==> config.mk <==
export PLATFORM = sky130hd
export DESIGN_NAME = fpcc_unit
export DESIGN_NICKNAME = d
export VERILOG_FILES = /design/src/rtl/fpcc_pkg.sv /design/src/rtl/fpcc_classify.sv /design/src/rtl/fpcc_predicate.sv /design/src/rtl/fpcc_unit.sv
export SDC_FILE = /design/constraint.sdc
export NUM_CORES = 1
export LEC_CHECK = 0
export BUFFER_PORTS_ARGS = -buffer_cell sky130_fd_sc_hd__buf_2
export CAP_MARGIN = 30
export CORE_MARGIN = 2
export CORE_UTILIZATION = 28
export CTS_CLUSTER_SIZE = 20
export DETAILED_ROUTE_END_ITERATION = 8
export GPL_TIMING_DRIVEN = 1
export PLACE_DENSITY = 0.74
export SETUP_SLACK_MARGIN = 0.05
export SLEW_MARGIN = 10
export SYNTH_ARGS = -nofsm -noshare
export SYNTH_HDL_FRONTEND = slang
export SYNTH_SLANG_ARGS = --single-unit
==> constraint.sdc <==
create_clock -name clk -period 1.1 [get_ports clk]
set_clock_uncertainty 0.2 [all_clocks]
set_input_delay 0.22 -clock clk [delete_from_list [all_inputs] [get_ports clk]]
set_output_delay 0.22 -clock clk [all_outputs]
set_load 0.01 [all_outputs]
==> src/rtl/fpcc_pkg.sv <==
package fpcc_pkg;

   localparam int SEL_W = 5;

   typedef struct packed {
      logic n;
      logic z;
      logic i;
      logic nan;
   } fpcc_t;

   localparam fpcc_t CC_CLEAR = '{n: 1'b0, z: 1'b0, i: 1'b0, nan: 1'b0};

endpackage

==> src/rtl/fpcc_classify.sv <==
module fpcc_classify
   import fpcc_pkg::*;
#(
   parameter int EXP_W = 8,
   parameter int MAN_W = 23
) (
   input  logic [EXP_W+MAN_W:0] word,
   input  logic                 force_unord,
   output fpcc_t                cc
);
   localparam int WORD_W = EXP_W + MAN_W + 1;

   logic             sgn;
   logic [EXP_W-1:0] expo;
   logic [MAN_W-1:0] frac;
   logic             exp_max, exp_min, frac_zero;

   assign sgn       = word[WORD_W-1];
   assign expo      = word[WORD_W-2 -: EXP_W];
   assign frac      = word[MAN_W-1:0];
   assign exp_max   = &expo;
   assign exp_min   = ~|expo;
   assign frac_zero = ~|frac;

   always_comb begin
      cc   = CC_CLEAR;
      cc.n = sgn;
      if (force_unord || (exp_max && !frac_zero)) begin
         cc.nan = 1'b1;
      end else if (exp_max) begin
         cc.i = 1'b1;
      end else if (exp_min && frac_zero) begin
         cc.z = 1'b1;
      end
   end
endmodule

==> src/rtl/fpcc_predicate.sv <==
module fpcc_predicate
   import fpcc_pkg::*;
#(
   parameter int PRED_IMPL = 0
) (
   input  fpcc_t            cc,
   input  logic [SEL_W-1:0] sel,
   output logic             hit
);
   logic eq_t, gt_t, lt_t, un_t;

   assign un_t = cc.nan;
   assign eq_t = cc.z & ~cc.nan;
   assign gt_t = ~(cc.nan | cc.z | cc.n);
   assign lt_t = cc.n & ~(cc.nan | cc.z);

   generate
      if (PRED_IMPL == 0) begin : g_mask
         logic [2:0] msk;
         logic       base;
         assign msk  = sel[3] ? ~sel[2:0] : sel[2:0];
         assign base = (msk[0] & eq_t) | (msk[1] & gt_t) | (msk[2] & lt_t);
         assign hit  = sel[3] ? ~base : base;
      end else begin : g_table
         always_comb begin
            case (sel[3:0])
               4'd0:    hit = 1'b0;
               4'd1:    hit = eq_t;
               4'd2:    hit = gt_t;
               4'd3:    hit = gt_t | eq_t;
               4'd4:    hit = lt_t;
               4'd5:    hit = lt_t | eq_t;
               4'd6:    hit = gt_t | lt_t;
               4'd7:    hit = ~un_t;
               4'd8:    hit = un_t;
               4'd9:    hit = un_t | eq_t;
               4'd10:   hit = un_t | gt_t;
               4'd11:   hit = un_t | gt_t | eq_t;
               4'd12:   hit = un_t | lt_t;
               4'd13:   hit = un_t | lt_t | eq_t;
               4'd14:   hit = ~eq_t;
               default: hit = 1'b1;
            endcase
         end
      end
   endgenerate
endmodule

==> src/rtl/fpcc_unit.sv <==
module fpcc_unit
   import fpcc_pkg::*;
#(
   parameter int EXP_W     = 8,
   parameter int MAN_W     = 23,
   parameter int PRED_IMPL = 0
) (
   input  logic                     clk,
   input  logic                     rst,
   input  logic [EXP_W+MAN_W:0]     res_word,
   input  logic                     res_upd,
   input  logic                     cmp_unord,
   input  logic [fpcc_pkg::SEL_W-1:0] pred_sel,
   input  logic                     pred_eval,
   output logic [3:0]               cc_o,
   output logic                     pred_true_o,
   output logic                     sig_exc_o
);
   generate
      if (EXP_W < 2)                       begin : g_bad_exp  $error("EXP_W must be at least 2");  end
      if (MAN_W < 1)                       begin : g_bad_man  $error("MAN_W must be at least 1");  end
      if (PRED_IMPL != 0 && PRED_IMPL != 1) begin : g_bad_impl $error("PRED_IMPL must be 0 or 1"); end
   endgenerate

   fpcc_t cc_q, cc_next;
   logic  hit;
   logic  pt_q, exc_q;

   fpcc_classify #(.EXP_W(EXP_W), .MAN_W(MAN_W)) u_class (
      .word        (res_word),
      .force_unord (cmp_unord),
      .cc          (cc_next)
   );

   fpcc_predicate #(.PRED_IMPL(PRED_IMPL)) u_pred (
      .cc  (cc_q),
      .sel (pred_sel),
      .hit (hit)
   );

   always_ff @(posedge clk) begin
      if (rst) begin
         cc_q  <= CC_CLEAR;
         pt_q  <= 1'b0;
         exc_q <= 1'b0;
      end else begin
         if (res_upd)   cc_q <= cc_next;
         if (pred_eval) pt_q <= hit;
         exc_q <= pred_eval & pred_sel[SEL_W-1] & cc_q.nan;
      end
   end

   assign cc_o        = cc_q;
   assign pred_true_o = pt_q;
   assign sig_exc_o   = exc_q;
endmodule

==> key figures, run 1 <==
Synthesis
  • Parity-gate share of the synthesized area counting xor and xnor cells: 0
  • YS warnings: 0
  • Synthesized-area fraction occupied by and/or/nand/nor cells: 0.458
  • Sequential-to-total area share from yosys stat: 0.301
  • Netlist Area Pre-Place: 399 sq um
  • Synthesis-stage register bit count: 6
  • Multiplexer fraction of the synthesized cell area: 0.0909
  • Count of cell types in the netlist: 20
  • Complex-gate fraction of the synthesized area: 0.132
  • Main combinational cell family by area after synthesis: simple AND/OR/NAND/NOR gates
  • Per-instance average area after synthesis: 9.98 sq um
  • Post-Syn Instances: 40
  • Commonest register cell after synthesis: dfxtp_1
  • Adder-cell area share of the yosys netlist: 0
  • EDFF count, synth: 0
  • Async S/R FF share, synth: 0
  • Net count of the mapped netlist: between 80 and 90

Floorplan
  • Horiz. Die Dim: 41.8 microns
  • Number of I/O pins: 48
  • Initial Util: 0.303
  • Count of standard-cell rows: 13
  • Total Die Area: 1740 sq um
  • Vert. Die Dim: 41.8 microns
  • Core area: 1320 sq um

STA
  • Total of endpoints with negative setup slack in the final report: 8
  • Max-Slew Margin vs Limit: 0.830
  • Slew Limit Fails: 0
  • RSZ-0062 raised after global routing: true
  • Tmin final: 1.34 ns
  • Post-route fraction of the period consumed by the critical path: 1.22
  • Number of failing hold endpoints at the final stage: 1
  • Worst hold slack across all endpoints: -0.00417 ns
  • Total negative setup slack: -0.873 ns
  • Least setup slack across all paths after layout: -0.244 ns
  • Max Clk Rate: ~740 MHz
  • Transition at the pin with the smallest max-transition slack: 0.252 ns

Clock tree
  • H-tree lvl count: 1
  • TritonCTS buffer count: 3
  • Clk root buf: clkbuf_4
  • Clock latency reported for the late side of the worst-skew pair: 0.25 ns
  • Clock tree from TritonCTS: done
  • Number of clock sinks seen by CTS: 6
  • Number of buffers on the longest clock path: 2
  • Clock-pin slew of the registers on the worst-case setup and hold paths: 0.06 ns

Run
  • Max-capacitance violation count: 0

Pwr
  • Areal power density over the cells: approximately 750 nW/um^2
  • P_leak: between 0.4 and 0.5 nW
  • IR drop worst, VDD: slightly above 0.4 mV

Worst setup path
  • Worst EP required: 1.04 ns
  • Cell Chain, Critical Path: mux2_4, nand3b_1, o221a_1
  • Type of the worst setup path: flop to flop
  • Worst flop-to-flop path startpoint: cc_o[0]
  • Standard cell with the maximum stage delay on the critical path: dfxtp_4
  • Crit path launch: cc_o[0]
  • Cell count of the worst reg-to-reg path: 3
  • Data arrival time at the worst-slack endpoint: between 1 and 1.5 ns
  • Worst setup EP type: flop
  • FF-to-FF setup slack: -0.24 ns
  • Kind of start point of the critical path: flop
  • Highest cell delay on the worst timing path: 0.35 ns
  • Destination of the critical timing path: cc_o[0]
  • End of the worst register-to-register path: cc_o[0]
  • Critical path fanouts, max: 2

Drt
  • Routed length per placed instance: 13.7 microns
  • Detailed router's first-iteration violation count: 4
  • Total wire length: 1570 microns
  • Total via count in the routed design: just under 600
  • First-pass DRT Iterations: 3
  • Remaining antenna violation count: 0
  • Via-per-instance ratio: 5.10
  • DRC viols: 0

Cells and area
  • Fin area: between 800 and 900 sq um
  • Layout filler cell count: 114
  • Leading cell type in the layout, fill and taps excluded: buf_2
  • Proportion of layout cells with a drive suffix above 1: 0.740
  • Commonest non-fill, non-tap cells in the layout: 34 x buf_2, 14 x buf_6, 8 x buf_4, 4 x nor4_4
  • Post-layout utilization of the core: 0.680
  • Net count of the finished layout: 143
  • Area delta synth->final: 124%
  • Number of diodes added for antenna fixing: 0

Global routing
  • Remaining global-route overflow: 0
  • Largest net degree at the start of global routing: 5
  • Via count of the first global-routing pass: a little over 600
  • Antenna violations before repair: 0
  • GRT Overall Usage: 0.178
  • First-pass GRT wire length: 2420 microns

Place
  • Dpl cell area: 724 sq um
  • Number of port buffers: 47
  • Estimated wirelength of the detail-placed design: around 1200 microns
  • Final estimated routing congestion in global placement: 0.824

Worst hold path
  • Hold Crit Class: input pin to flop

Status
  • Status: complete, but fails checks
  • Violated checks: hold timing, setup timing
flip-flops by register name (all words and copies together), names as in the netlist:
name / flops
cc_o: 4
pred_true_o: 1
sig_exc_o: 1
report_power, final:
| part | internal, mW | switching [mW] |
|---|---|---|
| Clock | 0.138 | 0.0959 |
| Combinational | 0.133 | 0.0777 |
| Sequential | 0.223 | 0.00592 |
| Total | 0.495 | 0.180 |
area by class of cell:
type	instances	area, sq um	share of cell area
Clock buffer	4	26.3	0.0293
Inverter	2	7.51	0.00838
Multi-Input combinational cell	32	324	0.362
Sequential cell	6	131	0.147
Tap cell	15	18.8	0.0209
Timing Repair Buffer	56	388	0.433
synthesized netlist by cell type (all sizes together), types with 2 or more instances:
cell type | count | area [sq um]
mux2 | 2 | 26.3
nand2b | 2 | 12.5
nor3 | 2 | 10.0
nand3b | 3 | 22.5
nand4 | 3 | 18.8
nor4 | 5 | 62.6
dfxtp | 6 | 120
inv | 2 | 7.51
nor2 | 3 | 11.3
and4 | 3 | 26.3
worst min path at each step:
stage / from / endpoint / slack [ns] / depth (start not counted)
4_1_cts: pred_eval / pred_true_o / -0.001 / 2
3_5_place_dp: pred_eval / pred_true_o / 0.26 / 2
5_1_grt: res_word[31] / cc_o[3] / 0.03 / 3
6_report: pred_eval / pred_true_o / -0.004 / 2
2_1_floorplan: rst / cc_o[3] / 0.08 / 1
3_3_place_gp: pred_eval / pred_true_o / 0.25 / 2
worst max-delay path: cells and delay by family (launching register included):
family | cells | cell delay, ns
muxes | 1 | 0.27
and+or+nand+nor | 1 | 0.17
AOI/OAI and AO/OA | 1 | 0.24
DFF | 1 | 0.35
repair_timing:
action / in CTS / in global routing
endpoints found under the hold margin: 1 / 0
setup endpoints to repair: 10 / 10
setup buffers: 0 / 3
pin swaps: 3 / 2
resized for setup: 19 / 3
metal layers:
layer  up-vias  share of wire  GRT usage
met4         0          0.020     0.0516
li1        284              -          -
met2        24           0.56      0.350
met5         -              0          0
met1       275           0.35      0.178
met3         4          0.064     0.0478
kinds of logic after synthesis:
family / after synthesis
compound gates: 5
flops: 6
simple gates: 24
mux: 3
buf+inv: 2
through the flow:
stage / total power [mW] / setup WS (ns) / instances
floorplan: 0.280 / -0.163 / 40
global placement: 0.398 / -0.301 / 108
detailed placement: 0.403 / -0.305 / 108
CTS: 0.661 / -0.192 / 112
global route: 0.705 / -0.276 / 115
finish: 0.674 / -0.244 / 115
No activity file was read; power rests on OpenSTA's default activity.
==> inputs of run 2 (changes only) <==
--- a/config.mk
+++ b/config.mk
@@ -7,8 +7,10 @@
 export LEC_CHECK = 0
 export BUFFER_PORTS_ARGS = -buffer_cell sky130_fd_sc_hd__buf_2
 export CAP_MARGIN = 30
+export CELL_PAD_IN_SITES_DETAIL_PLACEMENT = 1
+export CELL_PAD_IN_SITES_GLOBAL_PLACEMENT = 1
 export CORE_MARGIN = 2
-export CORE_UTILIZATION = 28
+export CORE_UTILIZATION = 18
 export CTS_CLUSTER_SIZE = 20
 export DETAILED_ROUTE_END_ITERATION = 8
 export GPL_TIMING_DRIVEN = 1
==> key figures, run 2 (same netlist as run 1, synthesis figures left out) <==
Worst hold path
  • Source of the worst hold timing path: pred_eval
  • Hold Crit Class: input pin to flop

Place
  • Number of port buffers: 47 (unchanged)
  • Dpl cell area: 741 sq um (+2.2%)
  • Final estimated routing congestion in global placement: 0.691 (-16%)
  • Estimated wirelength of the detail-placed design: 1290 microns (+4.2%)

Worst setup path
  • Crit path launch: cc_o[0]
  • Worst setup EP type: flop
  • Worst flop-to-flop path startpoint: cc_o[0]
  • Worst EP required: 1.03 ns (about the same)
  • Critical path fanouts, max: 2 (unchanged)
  • Data arrival time at the worst-slack endpoint: 1.20 ns (-0.08 ns)
  • Type of the worst setup path: flop to flop
  • Kind of start point of the critical path: flop

Floorplan
  • Number of I/O pins: 48 (unchanged)
  • Initial Util: 0.186 (-0.117)
  • Total Die Area: 2610 sq um (+50%)
  • Count of standard-cell rows: 17 (+4)
  • Horiz. Die Dim: 51.1 microns (+22%)
  • Vert. Die Dim: 51.1 microns (+22%)
  • Core area: 2150 sq um (+63%)

Drt
  • DRC viols: 0 (unchanged)
  • Remaining antenna violation count: 0 (unchanged)
  • First-pass DRT Iterations: 2 (-1)
  • Total via count in the routed design: 567 (-3.4%)
  • Via-per-instance ratio: 4.43 (-13%)
  • Total wire length: 1540 microns (-1.8%)
  • Routed length per placed instance: 12.1 microns (-12%)
  • Detailed router's first-iteration violation count: 5 (+1)

Clock tree
  • Number of buffers on the longest clock path: 2 (unchanged)
  • Number of clock sinks seen by CTS: 6 (unchanged)
  • Clk root buf: clkbuf_4
  • H-tree lvl count: 1 (unchanged)
  • Clock tree from TritonCTS: done
  • TritonCTS buffer count: 3 (unchanged)
  • Clock latency reported for the late side of the worst-skew pair: 0.24 ns (about the same)
  • Clock-pin slew of the registers on the worst-case setup and hold paths: 0.05 ns (about the same)

Cells and area
  • Leading cell type in the layout, fill and taps excluded: buf_2
  • Number of diodes added for antenna fixing: 0 (unchanged)
  • Fin area: 870 sq um (-2.9%)
  • Net count of the finished layout: 143 (unchanged)
  • Largest register FFs: 4 (unchanged)
  • Area delta synth->final: 118%
  • Proportion of layout cells with a drive suffix above 1: 0.740 (unchanged)
  • Commonest non-fill, non-tap cells in the layout: 38 x buf_2, 10 x buf_6, 8 x buf_4

Global routing
  • Largest net degree at the start of global routing: 7 (+2)
  • Antenna violations before repair: 0 (unchanged)
  • Remaining global-route overflow: 0 (unchanged)
  • First-pass GRT wire length: 2440 microns (+0.83%)
  • Via count of the first global-routing pass: 598 (-3.2%)
  • GRT Overall Usage: 0.125 (-0.0529)

STA
  • Tmin final: 1.27 ns (-0.0774 ns)
  • Slew Limit Fails: 0 (unchanged)
  • Max-Slew Margin vs Limit: 0.849 (+0.0192)
  • Least setup slack across all paths after layout: -0.166 ns (+0.0774 ns)
  • Max Clk Rate: 790 MHz (+6.1%)
  • Total of endpoints with negative setup slack in the final report: 7 (-1)
  • RSZ-0062 raised after global routing: true
  • Transition at the pin with the smallest max-transition slack: 0.223 ns (-0.0285 ns)
  • Post-route fraction of the period consumed by the critical path: 1.15 (-0.0704)
  • Worst hold slack across all endpoints: -0.0133 ns (-0.00910 ns)
  • Number of failing hold endpoints at the final stage: 1 (unchanged)

Pwr
  • IR drop worst, VDD: 0.330 mV (-19%)
  • Portion of total power attributed to combinational logic: 0.302 (-0.011)
  • Portion of total power attributed to the clock network: 0.339 (-0.008)
  • Switching component of the power: 0.156 mW (-13%)
  • Sequential share of power: 0.359 (+0.019)
  • Internal: 0.482 mW (-2.6%)
  • Overall power consumption: 0.638 mW (-5.4%)
  • P_leak: 0.401 nW (-2.1%)
  • Areal power density over the cells: 734 nW/um^2 (-2.5%)
  • Switch share: 0.244 (-0.0219)

Status
  • Status: complete, but fails checks
  • Violated checks: hold timing, setup timing

Run
  • Max-capacitance violation count: 0 (unchanged)
==> run 2: changes by cell type in the layout (fill, tap and decap cells not counted) <==
cell    previous run  this run
buf_2             34        38
buf_6             14        10
nor4_2             1         3
nor4_4             4         2
==> run 2: cell type report <==
class                      instances  area (sq um)
fill                             279          1280
sequential                         6           131
multi-input combinational         32           307
clock buffer                       4          26.3
timing repair buffer              56           363
tap                               28          35.0
inverter                           2          7.51
==> run 2: path summary, 6_finish.rpt <==
path         slack, ns     endpoint  cells after the start
max              -0.17      cc_o[0]                      3
min              -0.01  pred_true_o                      2
max reg2reg      -0.17      cc_o[0]                      3
min reg2reg       0.30  pred_true_o                      2
==> run 2: power groups by stage <==
stage / logic (mW) / clock network [mW] / registers (mW)
6_report: 0.193 / 0.216 / 0.229
5_1_grt: 0.210 / 0.254 / 0.229
4_1_cts: 0.192 / 0.228 / 0.231
3_5_place_dp: 0.170 / 0 / 0.234
3_3_place_gp: 0.166 / 0 / 0.233
2_1_floorplan: 0.0409 / 0 / 0.239
==> run 2: per-stage QoR <==
stage,util,std cells,TNS [ns],worst slack [ns]
3_5_place_dp,0.345,121,-0.994,-0.345
4_1_cts,0.397,128,-0.629,-0.168
6_report,0.405,128,-0.600,-0.166
2_1_floorplan,-,40,-0.446,-0.163
3_3_place_gp,0.345,121,-0.956,-0.305
5_1_grt,0.405,128,-1.10,-0.204
==> run 2: critical path: stages (launching register included) <==
cell	delay, ns
dfxtp_4	0.34
mux2_4	0.26
nand3b_1	0.15
o221a_1	0.20
==> run 2: repair_timing <==
item,in CTS,in global routing
resized for setup,13,3
endpoints found under the hold margin,1,1
setup buffers,3,0
pin swaps,6,1
setup endpoints to repair,10,10
==> run 2: metal layers <==
layer / global-route usage / part of all wire / vias up
li1: - / - / 287
met1: 0.135 / 0.42 / 256
met2: 0.223 / 0.50 / 24
met3: 0.0409 / 0.077 / 0
met4: 0.0495 / 0 / 0
met5: 0 / 0 / -
